--- config.mk ---
export PLATFORM = sky130hd
export DESIGN_NAME = tc_host_regs
export DESIGN_NICKNAME = d
export VERILOG_FILES = /design/src/rtl/tc_host_pkg.sv /design/src/rtl/tc_irq_ctrl.sv /design/src/rtl/tc_ind_file.sv /design/src/rtl/tc_interval_timer.sv /design/src/rtl/tc_host_regs.sv
export SDC_FILE = /design/constraint.sdc
export NUM_CORES = 1
export LEC_CHECK = 0
export BUFFER_PORTS_ARGS = -buffer_cell sky130_fd_sc_hd__clkbuf_2
export CAP_MARGIN = 20
export CORE_ASPECT_RATIO = 1.1
export CORE_MARGIN = 8
export CORE_UTILIZATION = 56
export DETAILED_ROUTE_END_ITERATION = 7
export PLACE_DENSITY = 0.78
export SYNTH_ARGS = -nofsm -noshare
export SYNTH_HDL_FRONTEND = slang
export SYNTH_SLANG_ARGS = --single-unit
export TNS_END_PERCENT = 5
--- constraint.sdc ---
create_clock -name clk_i -period 8.4 [get_ports clk_i]
set_clock_uncertainty 0.05 [all_clocks]
set_input_delay 0.84 -clock clk_i [delete_from_list [all_inputs] [get_ports clk_i]]
set_output_delay 0.84 -clock clk_i [all_outputs]
set_load 0.1 [all_outputs]
--- src/rtl/tc_host_pkg.sv ---
package tc_host_pkg;
  localparam int DW    = 8;
  localparam int IDX_W = 6;
  localparam int DEPTH = 1 << IDX_W;
  localparam int TMR_W = 10;
  localparam int N_IRQ = 4;

  // timer configuration entries live at the top of the indirect file
  localparam int TC_LO_IDX  = DEPTH - 3;
  localparam int TC_HI_IDX  = DEPTH - 2;
  localparam int TCTRL_IDX  = DEPTH - 1;

  typedef enum logic [1:0] {
    SRC_TICK  = 2'd0,
    SRC_RXCLK = 2'd1,
    SRC_TXCLK = 2'd2,
    SRC_OFF   = 2'd3
  } tmr_src_e;

  typedef enum logic [1:0] {
    REG_IRQ  = 2'd0,
    REG_STAT = 2'd1,
    REG_PTR  = 2'd2,
    REG_DATA = 2'd3
  } dir_reg_e;
endpackage

--- src/rtl/tc_irq_ctrl.sv ---
module tc_irq_ctrl
  import tc_host_pkg::*;
(
  input  logic             clk_i,
  input  logic             rst_ni,
  input  logic [N_IRQ-1:0] evt_i,
  input  logic             clr_i,
  input  logic             en_wr_i,
  input  logic [N_IRQ-1:0] en_wdata_i,
  output logic [N_IRQ-1:0] flags_o,
  output logic [N_IRQ-1:0] en_o,
  output logic             irq_o
);
  logic [N_IRQ-1:0] flags_q, en_q;

  always_ff @(posedge clk_i or negedge rst_ni) begin
    if (!rst_ni) begin
      flags_q <= '0;
      en_q    <= '0;
    end else begin
      // same-cycle event wins over the clearing read
      flags_q <= (clr_i ? '0 : flags_q) | evt_i;
      if (en_wr_i) en_q <= en_wdata_i;
    end
  end

  assign flags_o = flags_q;
  assign en_o    = en_q;
  assign irq_o   = |(flags_q & en_q);

  AST_EVT_SETS_FLAG: assert property (@(posedge clk_i) disable iff (!rst_ni)
    (|evt_i) |=> ((flags_q & $past(evt_i)) == $past(evt_i)));
  AST_READ_CLEARS: assert property (@(posedge clk_i) disable iff (!rst_ni)
    (clr_i && !(|evt_i)) |=> (flags_q == '0));
  AST_FLAG_STICKY: assert property (@(posedge clk_i) disable iff (!rst_ni)
    (!clr_i && (|flags_q)) |=> ((flags_q & $past(flags_q)) == $past(flags_q)));
  AST_EN_HOLD: assert property (@(posedge clk_i) disable iff (!rst_ni)
    !en_wr_i |=> $stable(en_q));
endmodule

--- src/rtl/tc_ind_file.sv ---
module tc_ind_file
  import tc_host_pkg::*;
(
  input  logic             clk_i,
  input  logic             rst_ni,
  input  logic             ptr_wr_i,
  input  logic             data_wr_i,
  input  logic             data_acc_i,
  input  logic [DW-1:0]    wdata_i,
  output logic [IDX_W-1:0] idx_o,
  output logic             autoinc_o,
  output logic [DW-1:0]    rd_data_o,
  output logic [TMR_W-1:0] tc_o,
  output tmr_src_e         src_o
);
  localparam int TC_HI_W = TMR_W - DW;

  logic [DW-1:0]    mem_q [DEPTH];
  logic [IDX_W-1:0] idx_q;
  logic             ai_q;

  always_ff @(posedge clk_i or negedge rst_ni) begin
    if (!rst_ni) begin
      idx_q <= '0;
      ai_q  <= 1'b0;
    end else if (ptr_wr_i) begin
      idx_q <= wdata_i[IDX_W-1:0];
      ai_q  <= wdata_i[DW-1];
    end else if (data_acc_i && ai_q) begin
      idx_q <= idx_q + 1'b1; // wraps naturally
    end
  end

  for (genvar g = 0; g < DEPTH; g++) begin : g_ent
    always_ff @(posedge clk_i or negedge rst_ni) begin
      if (!rst_ni)                          mem_q[g] <= '0;
      else if (data_wr_i && idx_q == IDX_W'(g)) mem_q[g] <= wdata_i;
    end
  end

  assign idx_o     = idx_q;
  assign autoinc_o = ai_q;
  assign rd_data_o = mem_q[idx_q];
  assign tc_o      = {mem_q[TC_HI_IDX][TC_HI_W-1:0], mem_q[TC_LO_IDX]};
  assign src_o     = tmr_src_e'(mem_q[TCTRL_IDX][1:0]);

  AST_AUTOINC_STEP: assert property (@(posedge clk_i) disable iff (!rst_ni)
    (data_acc_i && ai_q && !ptr_wr_i) |=> (idx_q == $past(idx_q) + 1'b1));
  AST_IDX_HOLD: assert property (@(posedge clk_i) disable iff (!rst_ni)
    (!ptr_wr_i && !(data_acc_i && ai_q)) |=> $stable(idx_q));
  AST_WRITE_LANDS: assert property (@(posedge clk_i) disable iff (!rst_ni)
    (data_wr_i && !ai_q) |=> (rd_data_o == $past(wdata_i)));
endmodule

--- src/rtl/tc_interval_timer.sv ---
module tc_interval_timer
  import tc_host_pkg::*;
(
  input  logic             clk_i,
  input  logic             rst_ni,
  input  logic [TMR_W-1:0] tc_i,
  input  tmr_src_e         src_i,
  input  logic [2:0]       clk_evt_i, // {tx_clk, rx_clk, tick}
  output logic             fire_o
);
  logic [TMR_W-1:0] cnt_q;
  logic             fire_q, run, sel_evt;

  assign run = (tc_i != '0) && (src_i != SRC_OFF);

  always_comb begin
    unique case (src_i)
      SRC_TICK:  sel_evt = clk_evt_i[0];
      SRC_RXCLK: sel_evt = clk_evt_i[1];
      SRC_TXCLK: sel_evt = clk_evt_i[2];
      default:   sel_evt = 1'b0;
    endcase
  end

  always_ff @(posedge clk_i or negedge rst_ni) begin
    if (!rst_ni) begin
      cnt_q  <= '0;
      fire_q <= 1'b0;
    end else begin
      fire_q <= 1'b0;
      if (!run) begin
        cnt_q <= '0;
      end else if (sel_evt) begin
        if (cnt_q >= tc_i - 1'b1) begin
          cnt_q  <= '0;
          fire_q <= 1'b1;
        end else begin
          cnt_q <= cnt_q + 1'b1;
        end
      end
    end
  end

  assign fire_o = fire_q;

  AST_TMR_IDLE: assert property (@(posedge clk_i) disable iff (!rst_ni)
    !run |=> (cnt_q == '0));
  AST_TMR_FIRE_CAUSE: assert property (@(posedge clk_i) disable iff (!rst_ni)
    fire_q |-> $past(run && sel_evt));
  AST_TMR_NO_EVT_HOLD: assert property (@(posedge clk_i) disable iff (!rst_ni)
    (run && !sel_evt) |=> (!fire_q && $stable(cnt_q)));
endmodule

--- src/rtl/tc_host_regs.sv ---
module tc_host_regs
  import tc_host_pkg::*;
(
  input  logic          clk_i,
  input  logic          rst_ni,
  input  logic          cs_ni,
  input  logic [1:0]    addr_i,
  input  logic          wr_i,
  input  logic          rd_i,
  input  logic [7:0]    wdata_i,
  output logic [7:0]    rdata_o,
  input  logic [7:0]    status_i,
  input  logic          rx_evt_i,
  input  logic          tx_evt_i,
  input  logic          vline_evt_i,
  input  logic          tick_i,
  input  logic          rx_clk_evt_i,
  input  logic          tx_clk_evt_i,
  output logic          irq_o
);
  logic             wr_s, rd_s;
  logic             en_wr, clr, ptr_wr, data_wr, data_acc;
  logic [N_IRQ-1:0] flags, en, evts;
  logic [IDX_W-1:0] idx;
  logic             autoinc, tmr_fire;
  logic [DW-1:0]    ind_data, rdata_q;
  logic [TMR_W-1:0] tc;
  tmr_src_e         src;

  assign wr_s     = !cs_ni && wr_i;
  assign rd_s     = !cs_ni && rd_i;
  assign en_wr    = wr_s && (addr_i == REG_IRQ);
  assign clr      = rd_s && (addr_i == REG_IRQ);
  assign ptr_wr   = wr_s && (addr_i == REG_PTR);
  assign data_wr  = wr_s && (addr_i == REG_DATA);
  assign data_acc = (wr_s || rd_s) && (addr_i == REG_DATA);
  assign evts     = {rx_evt_i, tx_evt_i, vline_evt_i, tmr_fire};

  tc_irq_ctrl u_irq (
    .clk_i, .rst_ni,
    .evt_i      (evts),
    .clr_i      (clr),
    .en_wr_i    (en_wr),
    .en_wdata_i (wdata_i[N_IRQ-1:0]),
    .flags_o    (flags),
    .en_o       (en),
    .irq_o      (irq_o)
  );

  tc_ind_file u_file (
    .clk_i, .rst_ni,
    .ptr_wr_i   (ptr_wr),
    .data_wr_i  (data_wr),
    .data_acc_i (data_acc),
    .wdata_i    (wdata_i),
    .idx_o      (idx),
    .autoinc_o  (autoinc),
    .rd_data_o  (ind_data),
    .tc_o       (tc),
    .src_o      (src)
  );

  tc_interval_timer u_tmr (
    .clk_i, .rst_ni,
    .tc_i      (tc),
    .src_i     (src),
    .clk_evt_i ({tx_clk_evt_i, rx_clk_evt_i, tick_i}),
    .fire_o    (tmr_fire)
  );

  always_ff @(posedge clk_i or negedge rst_ni) begin
    if (!rst_ni) begin
      rdata_q <= '0;
    end else if (rd_s) begin
      unique case (dir_reg_e'(addr_i))
        REG_IRQ:  rdata_q <= {flags, en};
        REG_STAT: rdata_q <= status_i;
        REG_PTR:  rdata_q <= {autoinc, 1'b0, idx};
        REG_DATA: rdata_q <= ind_data;
        default:  rdata_q <= '0;
      endcase
    end
  end

  assign rdata_o = rdata_q;

  AST_RDATA_HOLD: assert property (@(posedge clk_i) disable iff (!rst_ni)
    !rd_s |=> $stable(rdata_o));
  AST_DESELECT_NO_CLR: assert property (@(posedge clk_i) disable iff (!rst_ni)
    (cs_ni && (|flags)) |=> ((flags & $past(flags)) == $past(flags)));
endmodule

==> results of run 1 <==
## worst min path at each step
stage                            from                end  slack, ps  depth (start not counted)
finish                         rst_ni  u_file.mem_q[111]        160                          1
global route                   rst_ni   u_file.mem_q[39]        180                          1
CTS                            rst_ni  u_file.mem_q[105]        140                          1
detailed placement       u_tmr.fire_o   u_irq.flags_o[0]        420                          1
global placement    u_file.mem_q[202]  u_file.mem_q[202]        410                          1
floorplan                u_tmr.fire_o   u_irq.flags_o[0]        350                          1
## cells in the mapped netlist, types with 6 or more instances
cell      count
o21a_1        9
nor2b_1       6
clkbuf_1     81
buf_4         8
mux2_1      258
nand2_1      40
nand2b_1      6
a221oi_1     13
o22ai_1       8
buf_1        10
mux2i_1       9
xnor2_1       9
buf_2        21
inv_1         6
nor2_1       25
a22oi_1      35
a21oi_1      27
mux2_2      257
ha_1         16
a21o_1        7
nand3_1      13
xor2_1        8
dfrtp_1     546
nor2_2       31
nor3_1       14
mux4_2      128
a22o_1       16
o221ai_1      7
buf_6         6
nor2_4       20
## layout by cell type (no fill, tap or decap), types with 17 or more instances in the layout
cell,instances
a22oi_1,35
clkbuf_2,36
nor2_1,24
clkbuf_16,56
mux2_2,257
mux4_2,128
mux2_1,258
nor2_2,31
a21oi_1,27
clkbuf_8,17
buf_4,17
dfrtp_1,544
nand2_1,40
nor2_4,21
## area by class of cell
| type | instances | area (µm²) |
|---|---|---|
| Fill cell | 3247 | 17300 |
| Inverter | 7 | 26.3 |
| Tap cell | 588 | 736 |
| Multi-Input combinational cell | 1004 | 11200 |
| Clock inverter | 20 | 243 |
| Timing Repair Buffer | 58 | 410 |
| Clock buffer | 82 | 1670 |
| Sequential cell | 546 | 13700 |
## worst max-delay path, cell delays in order (launching register included)
cell,delay (ps)
dfrtp_4,780
buf_12,630
mux4_2,610
a22o_1,250
a221oi_1,270
o22ai_1,240
nor3_1,250
o221ai_1,150
o21a_1,130
## state kept, by name (all words and copies together) (netlist names)
signal,count
u_file.idx_o,6
u_irq.flags_o,4
u_irq.en_o,4
rdata_o,8
u_tmr.cnt_q,10
u_file.mem_q,500
u_file.src_o,2
u_file.autoinc_o,1
u_tmr.fire_o,1
u_file.tc_o,10
## per-layer routing
metal / global-route usage, % / vias to the layer above / wire, µm
li1: - / 6283 / -
met1: 31.8 / 8051 / 24900
met2: 37.0 / 457 / 28900
met3: 3.55 / 139 / 3050
met4: 8.98 / 0 / 2180
met5: 0 / - / 0
## logic make-up (layout without fill, tap and decap cells)
family	after synthesis	count (layout)	synth area share, %
adder cells (fa/ha/maj)	16	16	0.787
buffers and inverters	133	167	2.36
AND/OR/NAND/NOR	177	177	4.02
XOR/XNOR	17	17	0.585
AO/OA/AOI/OAI	142	142	4.10
flip-flops	546	546	53.7
multiplexers	652	652	34.5
## report_power, final
| part | switching, mW | internal, mW |
|---|---|---|
| sequential | 0.179 | 2.84 |
| combinational | 0.704 | 0.524 |
| clock | 1.04 | 1.52 |
| total | 1.92 | 4.89 |
==> reports/metrics.cfg, run 1 <==
[timing]
setup_slack_ps=4650
finalSetupViolations=0
holdWs_ps=156
clock.fmax_ghz=0.267
period_minus_slack_ps=3750
tns_ps=0
hold_violations=0
final_max_slew_viol_count=0
worst_slew_pin_slew_ps=1120
fin_crit_sh_pct=44.6
rsz0062_at_grt=no
slew_headroom_pct=25.1

[floorplanning]
rows=82
coreArea_um2=45200
die_w_um=219
start_util_pct=56.2
die-area_um2=52500
io_pins=38
die_h_um=240

[detailed_routing]
first_iter_violations=1238
vias=14900
ant_nets=0
wl_per_cell_um=25.6
firstDrtPassIters=5
vias_per_cell=6.48
wirelength_mm=59.0
post-route-drc-count=0

[setup_path]
crit_end=rdata_o[5]
end_kind=flop
arrival_ps=4190
worst-endpoint-required_ps=8840
cp-startpoint=u_file.idx_o[0]
start_kind=flop
path_class=reg -> reg
reg2reg_from=u_file.idx_o[0]
regToRegSetupSlack_ps=4650
crit_fanout=112
ff2ff_path_depth=8
r2r-end=rdata_o[5]

[cts]
cts_setup_buffers=0
cts-root-buf=clkbuf_16
cts_resized=0
clk_pin_slew_ps=60
h-tree-depth=2
tritoncts=yes
worst_skew_pair.late_latency_ps=620
cts.sinks=546
cts_made_buffers=55
cts_hold_buf=0
clk_path_buf_depth=3

[synthesis]
syn-num-nets=1728
synth_top_area_share_pct=53.7
yosysSeqAreaShare_pct=53.7
synthArstFlopShare_pct=100
ys.flop_type=dfrtp_1
synth_top_cell_by_area=dfrtp_1
ys_ff_latch=546
syn_area_per_cell_um2=15.1
yosys_warnings=0
synth_area_leaders=dfrtp_1, mux2_1, mux2_2
ys_types=53
syn_inst=1683
synth-edff-count=0
syn-cell-area_um2=25400

[run]
maxCapViolations=0

[grt]
grt_max_degree=203
grt.total_usage_pct=23.1
gr-total-overflow=0
antenna_found_initial=0
grt_pass1_vias=15900
grt_pass1_wl_mm=94.8

[power_and_ir_drop]
powerDensity_nw_per_um2=244
vdd.ir_drop.worst_mv=0.516
p_leak_nw=13.3
p_total_mw=6.81

[placed_design]
pre_cts_slack_ps=4640
dp.final_hpwl_mm=36.5
placed_cells=2202
io_buffers=37
gp_congestion=0.889
placed_area_um2=26000

[status]
status=finished clean

[layout]
final_area_um2=28000
stdcell_count=2305
drive_gt1_share_pct=34.8
layout.nets=1717
num_antenna_cells=0
area_delta_synth_final_pct=9.84
final_core_util_pct=61.8

[hold_path]
hold_class=in -> async

Note: power is estimated with default switching activity, not from simulation.
==> run 2, diff against run 1 <==
- clock period: 8.4 -> 3.6 ns (I/O delays scaled with it)
==> run 2 against run 1 <==
Compared with the run above:
- non-clock buffer count is 37 higher
- clock power is 130% higher
- flip-flop and latch count stayed put
- register-to-register slack worse by 4300 ps
- clock-buffer cell count is 3 higher
- worst hold slack better by 110 ps
- cell area is 1.3% higher
- largest power group unchanged
- maximum frequency is 14% higher
- first-iteration DRC count is 1.3% higher
- global-route usage is 1.7 points higher
- critical endpoint is now rdata_o[0]
- die area stayed put
==> reports/metrics.cfg, run 2 (synthesized netlist as in run 1, its figures left out) <==
[placed_design]
dp.final_hpwl_mm=40.9
placed_cells=2236
io_buffers=37
pre_cts_slack_ps=426
placed_area_um2=26400
gp_congestion=0.998

[floorplanning]
start_util_pct=56.2
coreArea_um2=45200
die_h_um=240
rows=82
io_pins=38
die_w_um=219
die-area_um2=52500

[layout]
layout.nets=1753
largest_reg_flops=500
stdcell_count=2340
nFillCells=3177
area_delta_synth_final_pct=11.2
multi_input_area_um2=11200
top_register=u_file.mem_q
final_core_util_pct=62.6
final_cell_mix=dfrtp_1, mux2_1, mux2_2
layout_commonest_cell=dfrtp_1
final_area_um2=28300
drive_gt1_share_pct=35.8
seq_area_um2=13700

[cts]
worst_skew_pair.late_latency_ps=600
cts-root-buf=clkbuf_16
cts_setup_buffers=0
cts.sinks=546
h-tree-depth=2
clk_path_buf_depth=3
tritoncts=yes
cts_made_buffers=54
cts_resized=0
cts_hold_buf=4
clk_pin_slew_ps=60

[detailed_routing]
wl_per_cell_um=26.9
ant_nets=0
firstDrtPassIters=5
vias=15200
vias_per_cell=6.50
post-route-drc-count=0
first_iter_violations=1254
wirelength_mm=62.9

[setup_path]
cpMaxStageDelayCell=dfrtp_4
start_kind=flop
arrival_ps=3720
path_cells=buf_12, buf_4, mux4_2, a221oi_1, o22ai_1, nor3_1, o221ai_1, o21a_1
crit_family=compound AO/OA/AOI/OAI gates
cpPeakStageDelay_ps=830
path_class=reg -> reg
worst-path-buf-inv=2
worst-endpoint-required_ps=4040
end_kind=flop
crit_fanout=39

[timing]
hold_violations=0
clock.fmax_ghz=0.305
slew_headroom_pct=27.8
setup_slack_ps=323
fin_crit_sh_pct=91.0
tns_ps=0
finalSetupViolations=0
rsz0062_at_grt=no
holdWs_ps=265
worst_slew_pin_slew_ps=1080
final_max_slew_viol_count=0
period_minus_slack_ps=3280

[power_and_ir_drop]
combinationalPowerShare_pct=18.7
swShare_pct=28.0
clkPwrFrac_pct=37.3
p_leak_nw=13.5
seqPwrFrac_pct=44.0
p_total_mw=16.1
powerDensity_nw_per_um2=568
p_int_mw=11.6
p_switching_mw=4.50
vdd.ir_drop.worst_mv=0.423

[grt]
grt_max_degree=114
grt_pass1_vias=16200
grt_pass1_wl_mm=100
grt.total_usage_pct=24.8
antenna_found_initial=0
gr-total-overflow=0

[run]
maxCapViolations=0

[status]
status=finished clean

[hold_path]
hold_class=in -> reg

## run 2: cell count changes in the layout (fill, tap and decap cells not counted), sizes merged
cell,previous run,this run
buf,22,55
inv,8,9
diode,0,1
bufinv,5,6
clkbuf,118,121
clkinv,13,5
dlygate4sd3,0,4
## run 2: final timing paths
kind                                    from                 to  slack (ps)  depth (start not counted)
setup / recovery             u_file.idx_o[1]         rdata_o[0]         320                          8
max in group asynchronous             rst_ni  u_file.mem_q[277]        2060                          3
setup reg to reg             u_file.idx_o[1]         rdata_o[0]         320                          8
hold / removal                   status_i[7]         rdata_o[7]         270                          4
min in group asynchronous             rst_ni  u_file.mem_q[401]         420                          2
hold reg to reg            u_file.mem_q[264]  u_file.mem_q[264]         430                          1
## run 2: routing by layer
layer | track usage, % | vias to the layer above | wire length [µm]
met1 | 33.0 | 8227 | 26000
met3 | 4.50 | 147 | 3380
met4 | 11.4 | 0 | 2950
li1 | - | 6341 | -
met2 | 39.6 | 490 | 30500
met5 | 0 | - | 0
## run 2: cell type report
cell class | instances | area share [%]
Clock inverter | 14 | 0.822
Clock buffer | 85 | 5.93
Antenna cell | 1 | 0.00884
Sequential cell | 546 | 48.3
Timing Repair Buffer | 95 | 2.70
Multi-Input combinational cell | 1004 | 39.6
Inverter | 7 | 0.0928
Tap cell | 588 | 2.60
## run 2: power groups by stage
stage,logic (mW),clock network [mW],registers (mW)
after floorplan,2.17,0,7.02
after global placement,2.94,0,7.14
after detailed placement,3.00,0,7.17
after CTS,3.02,6.10,7.06
after global routing,3.21,6.33,7.13
final,3.01,5.99,7.07
## run 2: tightest hold or removal path: stages
cell and delay, ps:
clkbuf_2 80, mux2i_1 130, o211ai_1 190, o22a_1 120
==> run 3, diff against run 2 <==
- BUFFER_PORTS_ARGS: -buffer_cell sky130_fd_sc_hd__clkbuf_2 -> default
- CORE_ASPECT_RATIO: 1.1 -> 1.25
- DONT_BUFFER_PORTS: default -> 1
- PLACE_DENSITY: 0.78 -> 0.77
==> run 3 against run 2 <==
Compared with the run above:
- the run now ends with negative hold slack, max-slew violations left
- cell area shrank 0.84%
- register-to-register slack gained 280 ps
- routed wire length shrank 5.5%
- critical endpoint is now u_tmr.cnt_q[5]
- largest cell class unchanged
- largest power group unchanged
==> reports/metrics.cfg, run 3 (synthesized netlist as in run 1, its figures left out) <==
[layout]
top_register=u_file.mem_q
final_cell_mix=dfrtp_1, mux2_1, mux2_2
final_core_util_pct=62.4
drive_gt1_share_pct=34.3
area_delta_synth_final_pct=10.3
largest_reg_flops=500
layout_commonest_cell=dfrtp_1
layout.nets=1708

[floorplanning]
rows=87
die_w_um=207
start_util_pct=56.6
coreArea_um2=45000
die-area_um2=52600
die_h_um=254
io_pins=38

[detailed_routing]
firstDrtPassIters=5
vias=14700
vias_per_cell=6.42
ant_nets=0
wl_per_cell_um=26.0
first_iter_violations=1240
post-route-drc-count=0
wirelength_mm=59.4

[cts]
cts_setup_buffers=0
cts-root-buf=clkbuf_16
cts_hold_buf=12
cts_resized=0
clk_path_buf_depth=3
cts.sinks=546
h-tree-depth=2
cts_made_buffers=52
worst_skew_pair.late_latency_ps=580
clk_pin_slew_ps=60
tritoncts=yes

[setup_path]
ff2ff_path_depth=10
path_class=reg -> reg
end_kind=flop
worst-endpoint-required_ps=3990
regToRegSetupSlack_ps=610
crit_fanout=8
r2r-end=u_tmr.cnt_q[5]
arrival_ps=3390
start_kind=flop
reg2reg_from=u_file.tc_o[0]

[power_and_ir_drop]
p_int_mw=11.3
p_leak_nw=13.3
powerDensity_nw_per_um2=558
vdd.ir_drop.worst_mv=0.397
p_total_mw=15.7
p_switching_mw=4.34
swShare_pct=27.7
combinationalPowerShare_pct=17.6
seqPwrFrac_pct=45.8
clkPwrFrac_pct=36.6

[hold_path]
hold_class=in -> async

[timing]
hold_violations=546
clock.fmax_ghz=0.334
final_max_slew_viol_count=390
rsz0062_at_grt=no
tns_ps=0
slew_headroom_pct=-49.8
period_minus_slack_ps=2990
worst_slew_pin_slew_ps=2250
fin_crit_sh_pct=83.2
finalSetupViolations=0
holdWs_ps=-556

[grt]
grt_pass1_vias=15600
gr-total-overflow=0
grt_pass1_wl_mm=95.0
grt_max_degree=547
antenna_found_initial=2
grt.total_usage_pct=23.3

[placed_design]
io_buffers=0
dp.final_hpwl_mm=37.6
gp_congestion=0.894

[run]
maxCapViolations=0

[status]
status=finished with violations
violations=negative hold slack, max-slew violations

## run 3: worst max-delay path, stage by stage (launching register included)
cell	delay (ps)
dfrtp_1	410
inv_1	110
ha_1	210
or4b_1	510
nor4_1	250
xnor2_1	130
ha_1	310
nand4_1	80
o21a_1	240
o21bai_1	460
nor2_1	110
## run 3: worst max path at each step
stage                   startpoint        endpoint  slack, ps  depth (start not counted)
floorplan           u_file.tc_o[0]  u_tmr.cnt_q[0]        910                         10
global placement    u_file.tc_o[0]  u_tmr.cnt_q[9]        630                         11
detailed placement  u_file.tc_o[0]  u_tmr.cnt_q[6]        570                         10
CTS                 u_file.tc_o[0]  u_tmr.cnt_q[5]        560                         10
global route        u_file.tc_o[0]  u_tmr.cnt_q[6]        350                         11
finish              u_file.tc_o[0]  u_tmr.cnt_q[5]        610                         10
## run 3: layout make-up
type	instances	area (µm²)
antenna	1	2.50
inverter	7	26.3
sequential	546	13700
clock buffer	69	1500
clock inverter	26	314
timing repair buffer	52	636
multi-input combinational	1004	11200
fill	3273	16900
tap	578	723
## run 3: power by group through the flow
stage	clock, mW	combinational, mW	sequential [mW]
floorplan	0	2.17	7.02
global placement	0	2.57	7.24
detailed placement	0	2.62	7.27
CTS	5.83	2.76	7.17
global route	6.08	2.93	7.23
finish	5.73	2.75	7.18
## run 3: through the flow
step,std cells,instance area [µm²],setup slack [ps],hold WS [ps]
4_1_cts,2282,28100,556,-538
5_1_grt,2282,28100,348,-575
2_1_floorplan,1683,25400,909,14.4
3_5_place_dp,2175,26000,575,76.8
3_3_place_gp,2175,26000,629,82.4
6_report,2283,28100,606,-556
## run 3: per-layer routing
layer	up-vias	share of wire [%]	global-route usage, %
met5	-	0	0
met4	0	3.0	7.84
met3	107	5.7	4.68
met2	338	51	38.7
met1	7970	41	30.6
li1	6242	-	-
